[config.mk]
export PLATFORM = sky130hd
export DESIGN_NAME = lock_prio_arb
export DESIGN_NICKNAME = d
export VERILOG_FILES = /design/src/rtl/arb_pkg.sv /design/src/rtl/prio_pick.sv /design/src/rtl/clash_det.sv /design/src/rtl/lock_hold.sv /design/src/rtl/lock_prio_arb.sv
export SDC_FILE = /design/constraint.sdc
export NUM_CORES = 1
export LEC_CHECK = 0
export BUFFER_PORTS_ARGS = -buffer_cell sky130_fd_sc_hd__buf_2
export CAP_MARGIN = 20
export CELL_PAD_IN_SITES_DETAIL_PLACEMENT = 0
export CELL_PAD_IN_SITES_GLOBAL_PLACEMENT = 1
export CORE_MARGIN = 2
export CORE_UTILIZATION = 30
export CTS_CLUSTER_DIAMETER = 150
export DETAILED_ROUTE_END_ITERATION = 7
export PLACE_DENSITY = 0.68
export SETUP_SLACK_MARGIN = 0.02
export SKIP_CTS_REPAIR_TIMING = 1
export SLEW_MARGIN = 10
export SYNTH_ARGS = -nofsm -noshare
export SYNTH_HDL_FRONTEND = slang
export SYNTH_SLANG_ARGS = --single-unit
export TNS_END_PERCENT = 20
[constraint.sdc]
create_clock -name clk -period 2.7 [get_ports clk]
set_clock_uncertainty 0.2 [all_clocks]
set_input_delay 0 -clock clk [delete_from_list [all_inputs] [get_ports clk]]
set_output_delay 0 -clock clk [all_outputs]
set_load 0.01 [all_outputs]
[src/rtl/arb_pkg.sv]
package arb_pkg;

    // Which rule decided the winner of an arbitration cycle
    typedef enum logic [1:0] {
        SRC_NONE  = 2'd0,
        SRC_BURST = 2'd1,
        SRC_HOLD  = 2'd2,
        SRC_PRIO  = 2'd3
    } sel_src_e;

    localparam int unsigned DEF_N  = 4;
    localparam int unsigned DEF_PW = 4;

endpackage

[src/rtl/prio_pick.sv]
module prio_pick #(
    parameter int unsigned N  = 4,
    parameter int unsigned PW = 4,
    parameter logic [N*PW-1:0] PRIOS = '0
) (
    input  logic [N-1:0] mask,
    output logic [N-1:0] pick,
    output logic         any
);
    logic [PW-1:0] best;
    logic          found;

    always_comb begin
        pick  = '0;
        best  = '0;
        found = 1'b0;
        for (int i = 0; i < int'(N); i++) begin
            if (mask[i] && (!found || PRIOS[i*PW +: PW] < best)) begin
                pick     = '0;
                pick[i]  = 1'b1;
                best     = PRIOS[i*PW +: PW];
                found    = 1'b1;
            end
        end
        any = found;
    end
endmodule

[src/rtl/clash_det.sv]
module clash_det #(
    parameter int unsigned N  = 4,
    parameter int unsigned PW = 4,
    parameter logic [N*PW-1:0] PRIOS = '0
) (
    input  logic [N-1:0] req,
    output logic         clash
);
    localparam int unsigned PAIRS = N * N;
    logic [PAIRS-1:0] pair_hit;

    for (genvar i = 0; i < N; i++) begin : g_row
        for (genvar j = 0; j < N; j++) begin : g_col
            if (j > i && PRIOS[i*PW +: PW] == PRIOS[j*PW +: PW]) begin : g_same
                assign pair_hit[i*N + j] = req[i] & req[j];
            end else begin : g_diff
                assign pair_hit[i*N + j] = 1'b0;
            end
        end
    end

    assign clash = |pair_hit;
endmodule

[src/rtl/lock_hold.sv]
module lock_hold #(
    parameter int unsigned N = 4
) (
    input  logic         clk,
    input  logic         rst,
    input  logic         upd,
    input  logic         set_vld,
    input  logic [N-1:0] set_oh,
    output logic         hold_vld,
    output logic [N-1:0] hold_oh
);
    always_ff @(posedge clk) begin
        if (rst) begin
            hold_vld <= 1'b0;
            hold_oh  <= '0;
        end else if (upd) begin
            hold_vld <= set_vld;
            hold_oh  <= set_vld ? set_oh : '0;
        end
    end
endmodule

[src/rtl/lock_prio_arb.sv]
module lock_prio_arb
    import arb_pkg::*;
#(
    parameter int unsigned N  = DEF_N,
    parameter int unsigned PW = DEF_PW,
    parameter logic [N*PW-1:0] PRIOS = {4'd3, 4'd7, 4'd2, 4'd5}
) (
    input  logic         clk,
    input  logic         rst,
    input  logic         advance,
    input  logic [N-1:0] req,
    input  logic [N-1:0] lock,
    input  logic [N-1:0] burst,
    output logic [N-1:0] grant,
    output logic         error
);
    logic [N-1:0] burst_req;
    logic [N-1:0] burst_pick, plain_pick;
    logic         burst_any, plain_any;
    logic         clash;
    logic         hold_vld;
    logic [N-1:0] hold_oh;
    logic         hold_hit;
    sel_src_e     src;
    logic [N-1:0] win;
    logic         win_keep;
    logic         hold_set;
    logic [N-1:0] grant_q;
    logic         error_q;

    assign burst_req = req & burst;

    prio_pick #(.N(N), .PW(PW), .PRIOS(PRIOS)) u_pick_burst (
        .mask(burst_req), .pick(burst_pick), .any(burst_any)
    );

    prio_pick #(.N(N), .PW(PW), .PRIOS(PRIOS)) u_pick_plain (
        .mask(req), .pick(plain_pick), .any(plain_any)
    );

    clash_det #(.N(N), .PW(PW), .PRIOS(PRIOS)) u_clash (
        .req(req), .clash(clash)
    );

    assign hold_hit = hold_vld && ((hold_oh & req) != '0);

    always_comb begin
        if (!plain_any || clash) begin
            src = SRC_NONE;
            win = '0;
        end else if (burst_any) begin
            src = SRC_BURST;
            win = burst_pick;
        end else if (hold_hit) begin
            src = SRC_HOLD;
            win = hold_oh;
        end else begin
            src = SRC_PRIO;
            win = plain_pick;
        end
        win_keep = (win & (lock | burst)) != '0;
        hold_set = (src != SRC_NONE) && win_keep;
    end

    lock_hold #(.N(N)) u_hold (
        .clk(clk), .rst(rst), .upd(advance),
        .set_vld(hold_set), .set_oh(win),
        .hold_vld(hold_vld), .hold_oh(hold_oh)
    );

    always_ff @(posedge clk) begin
        if (rst) begin
            grant_q <= '0;
            error_q <= 1'b0;
        end else if (advance) begin
            grant_q <= win;
            if (clash) error_q <= 1'b1;
        end
    end

    assign grant = grant_q;
    assign error = error_q;
endmodule

==> impl_metrics.toml, run 1 <==
[timing]
max_freq_mhz = 425
setup_tns_ps = 0
layout_min_cycle_time_ps = 2350
slew_violations = 0
setup_viol = 0
worst_pin_slew_ps = 594
finalCritPeriodShare_pct = 87.1
rsz0062_at_grt = "false"
whs_ps = -10.9
fin_ws_ps = 349
timing.slew.headroom_pct = 60.0
final_hold_viol_count = 1

[cells_and_area]
design_area_um2 = 803
syn2layout_area_growth_pct = 23.2
nNetsFinal = 118
diodes = 0
post-route-util_pct = 40.1
fillers = 214
final_layout_size_suffix_gt1_share_pct = 28.4

[detailed_routing]
vias_per_cell = 5.23
drt_wl_total_um = 1590
drcViolationCount = 0
drt_iter0_markers = 18
wl_per_cell_um = 12.3
ant_nets = 0
dr.pass1.iters = 4
via_count = 675

[power]
switching_power_uw = 112
p_seq_share_pct = 42.0
switching_share_pct = 31.9
power.share.clock_pct = 29.5
p_leak_nw = 0.329
finalPower_uw = 350
internal_power_uw = 239
p_comb_share_pct = 28.5
power_density_mw_per_mm2 = 436
ir_drop_v = 0.000370

[setup_path]
critical_path.endpoint_type = "flop"
critical_path_required_ps = 2630
start_kind = "flop"
critPathMaxFanout = 5
cp.arrival_ps = 2280
critical_path_class = "flop to flop"

[hold_path]
min-delay-path-class = "input pin to flop"

[floorplan]
die_width_um = 50.6
coreArea_mm2 = 0.00200
rows = 16
die_h_um = 50.6
die-area_mm2 = 0.00256
ioPinCount = 20
start_util_pct = 32.6

[run_status]
violations = "hold timing"
outcome = "finished, violations left"

[clock_tree]
path_clk_slew_ps = 70
clock_latency_ps = 260
cts_sinks = 9
cts_tree = "built"
clockBufferDepth = 2
cts_htree_levels = 1
cts-buffers-inserted = 3
cts-root-buf = "clkbuf_4"

[synthesis]
syn-num-nets = 97
ys.flop_type = "dfxtp_1"
yosys_warnings = 0
synth_seq_cells = 9
synth_edf_count = 0
synth.avg_cell_area_um2 = 7.95
synthArstFlopShare_pct = 0
ys_types = 37
syn_area_um2 = 652
yosysSeqAreaShare_pct = 27.6
postSynthCellCount = 82

[placed_design]
dpl.hpwl_um = 1240
placed_cell_area_um2 = 756
io_buffers = 18
place_congestion = 0.835
place_ws_ps = 380

[global_routing]
groute.usage.overall_pct = 14.2
grt_pass1_vias = 624
antenna_found_initial = 0
grt-ovfl-total = 0
grt_max_degree = 12
grt_pass1_wl_um = 2690

[run]
maxCapViolations = 0
==> critical path, stage by stage, from the launching register on <==
cell and delay, ps:
dfxtp_1 330, a222oi_1 490, a211oi_1 170, a311oi_2 360
o32ai_2 160, nor4_4 400, nor3_1 100
==> layer usage <==
layer / part of all wire, % / GRT usage [%]
met5: 0 / 0
met4: 0.31 / 2.70
met3: 4.6 / 5.65
met2: 48 / 24.1
met1: 48 / 16.9
==> cell usage in the layout, fill, tap and decap left out, types with 3 or more instances in the layout <==
| master | instances |
|---|---|
| buf_2 | 18 |
| nor2_1 | 9 |
| dfxtp_1 | 9 |
| nand2_1 | 7 |
| o21ai_0 | 7 |
| nor3_1 | 6 |
| inv_1 | 5 |
| a21oi_1 | 4 |
| clkbuf_4 | 3 |
==> logic make-up after synthesis <==
kind of cell	count (synthesis)	synth area share, %
flops	9	27.6
simple gates	31	25.0
other cells	1	0.575
mux	3	4.80
compound gates	29	36.1
buf+inv	9	5.95
==> path summary, 6_finish.rpt <==
check,slack [ps],start,cells past startpoint,to
setup / recovery,350,u_hold.hold_oh[1]$_SDFFE_PP0P_,6,u_hold.hold_oh[2]$_SDFFE_PP0P_
hold / removal,-10,burst[1],4,grant[1]$_SDFFE_PP0P_
setup reg to reg,350,u_hold.hold_oh[1]$_SDFFE_PP0P_,6,u_hold.hold_oh[2]$_SDFFE_PP0P_
hold reg to reg,260,grant[2]$_SDFFE_PP0P_,2,grant[2]$_SDFFE_PP0P_
==> power groups by stage <==
stage                     clock network (mW)  registers, mW  logic, mW
after floorplan                            0          0.151     0.0667
after global placement                     0          0.150     0.0986
after detailed placement                   0          0.150     0.0980
after CTS                              0.109          0.147     0.0984
after global routing                   0.119          0.149      0.112
final                                  0.103          0.147     0.0997
==> stage by stage <==
step	hold WS [ps]	instances
2_1_floorplan	76.1	82
3_3_place_gp	108	123
3_5_place_dp	118	123
4_1_cts	-172	127
5_1_grt	11.5	129
6_report	-10.9	129
==> registers in the layout, indices dropped and copies added, names as in the netlist <==
| register | count |
|---|---|
| u_hold.hold_oh | 4 |
| u_hold.hold_vld | 1 |
| grant | 4 |
==> synth_stat cells, types with 2 or more instances <==
master | n | share of area (%)
nand3_1 | 2 | 1.5
nor2_1 | 9 | 5.2
o21ai_0 | 7 | 5.4
nand2_1 | 7 | 4.0
inv_1 | 5 | 2.9
dfxtp_1 | 9 | 28
nand2b_1 | 2 | 1.9
a222oi_1 | 2 | 3.1
a211oi_1 | 2 | 2.3
nor3_1 | 6 | 4.6
mux2i_1 | 2 | 3.1
a21oi_1 | 4 | 3.1
==> cell type report <==
cell class / instances / area [µm²] / share of cell area, %
multi-input combinational: 64 / 433 / 53.9
inverter: 5 / 18.8 / 2.34
tap: 27 / 33.8 / 4.21
timing repair buffer: 20 / 110 / 13.7
clock buffer: 3 / 22.5 / 2.80
sequential: 9 / 180 / 22.4
clock inverter: 1 / 5.00 / 0.623
Power figures use the tool's default switching activity.
==> run 2, diff against run 1 <==
MAX_ROUTING_LAYER = met4   (was not set)
PLACE_DENSITY = 0.71   (was 0.68)
REMOVE_ABC_BUFFERS = 1   (was not set)
clock period = 1.9 ns   (was 2.7 ns; I/O delays follow)
==> run 2 against run 1 <==
The flow finishes with violations (setup timing). Non-clock buffer count grew 26. Global-route usage up 2.8 points. Critical path depth is 1 higher. Die area did not move. Register-to-register slack worse by 830 ps. First-iteration DRC count up 44%. Count of clock-buffer cells in the layout up 1. Critical endpoint is now u_hold.hold_oh[0]$_SDFFE_PP0P_.
==> impl_metrics.toml, run 2 (synthesis gave the netlist of run 1 again) <==
[clock_tree]
cts_htree_levels = 1
path_clk_slew_ps = 60
clockBufferDepth = 2
clock_latency_ps = 260
cts-root-buf = "clkbuf_4"
cts_sinks = 9
cts_tree = "built"
cts-buffers-inserted = 3

[cells_and_area]
final_cell_mix = "buf_4, buf_2, nor2_1, dfxtp_1, nand2_1"
final_layout_size_suffix_gt1_share_pct = 43.8
nNetsFinal = 144
instances_no_fill = 155
diodes = 0
final_common_cell = "buf_4"
syn2layout_area_growth_pct = 56.2
post-route-util_pct = 50.9

[placed_design]
placed_cells = 147
io_buffers = 18
place_congestion = 0.783
dpl.hpwl_um = 1610

[setup_path]
critical_path_required_ps = 1870
critPathMaxFanout = 5
max_stage_delay_ps = 490
critical_path_class = "flop to flop"
start_kind = "flop"
cp_cell_sequence = "a222oi_1 -> a21o_2 -> a311oi_4 -> o32ai_2 -> nor4_4 -> buf_4 -> a2111oi_4"
cp.arrival_ps = 2350
crit_slowest_cell = "a222oi_1"
critical_path.endpoint_type = "flop"

[global_routing]
antenna_found_initial = 0
grt_pass1_wl_um = 3220
grt_max_degree = 10
grt-ovfl-total = 0
groute.usage.overall_pct = 17.0
grt_pass1_vias = 799

[floorplan]
start_util_pct = 32.6
die_h_um = 50.6
die-area_mm2 = 0.00256
rows = 16
coreArea_mm2 = 0.00200
die_width_um = 50.6
ioPinCount = 20

[detailed_routing]
drcViolationCount = 0
dr.pass1.iters = 4
via_count = 785
wl_per_cell_um = 13.5
drt_iter0_markers = 26
ant_nets = 0
vias_per_cell = 5.06
drt_wl_total_um = 2090

[power]
p_seq_share_pct = 36.8
switching_power_uw = 175
power.share.clock_pct = 26.0
internal_power_uw = 388
switching_share_pct = 31.1
ir_drop_v = 0.000524
finalPower_uw = 563
p_comb_share_pct = 37.2
power_density_mw_per_mm2 = 553
p_leak_nw = 0.452

[timing]
final_hold_viol_count = 0
timing.slew.headroom_pct = 60.0
max_freq_mhz = 420
worst_pin_slew_ps = 594
fin_ws_ps = -480
whs_ps = 59.3
slew_violations = 0
setup_viol = 8
rsz0062_at_grt = "true"
setup_tns_ps = -2400
finalCritPeriodShare_pct = 125
layout_min_cycle_time_ps = 2380

[run_status]
outcome = "finished, violations left"
violations = "setup timing"

[run]
maxCapViolations = 0

[hold_path]
min-delay-path-class = "input pin to flop"
[run 2: metrics by stage]
stage	area (µm²)	setup WS (ps)
floorplan	632	-202
global placement	936	-345
detailed placement	936	-445
CTS	962	-458
global route	1020	-536
finish	1020	-480
[run 2: final timing paths]
kind,from,endpoint,slack (ps),cells past startpoint
worst max-delay path,u_hold.hold_oh[0]$_SDFFE_PP0P_,u_hold.hold_oh[0]$_SDFFE_PP0P_,-480,7
worst min-delay path,burst[3],grant[3]$_SDFFE_PP0P_,60,5
worst max register to register,u_hold.hold_oh[0]$_SDFFE_PP0P_,u_hold.hold_oh[0]$_SDFFE_PP0P_,-480,7
worst min register to register,grant[2]$_SDFFE_PP0P_,grant[2]$_SDFFE_PP0P_,270,2
[run 2: power by group through the flow]
stage | Sequential [mW] | Clock [mW] | Combinational, mW
after floorplan | 0.215 | 0 | 0.0859
after global placement | 0.211 | 0 | 0.189
after detailed placement | 0.211 | 0 | 0.192
after CTS | 0.207 | 0.152 | 0.193
after global routing | 0.208 | 0.164 | 0.228
final | 0.207 | 0.146 | 0.210
[run 2: final cells by class]
| cell class | count | area (µm²) |
|---|---|---|
| multi-input cells | 64 | 454 |
| repair buffers | 46 | 305 |
| flip-flops and latches | 9 | 180 |
| inverters | 5 | 18.8 |
| fillers | 217 | 983 |
| well taps | 27 | 33.8 |
| clock buffers | 4 | 26.3 |
[run 2: routing by layer]
layer  global-route usage, %  routed length, µm
met1                    19.6                919
met2                    30.0               1080
met3                    5.36                 97
met4                    1.35                  0
met5                       -                  0
[run 2: critical path, delay by kind of cell, from the launching register on]
kind	cells	cell delay, ps
and+or+nand+nor	1	80
AOI/OAI and AO/OA	5	1530
DFF	1	310
buffers and inverters	1	170
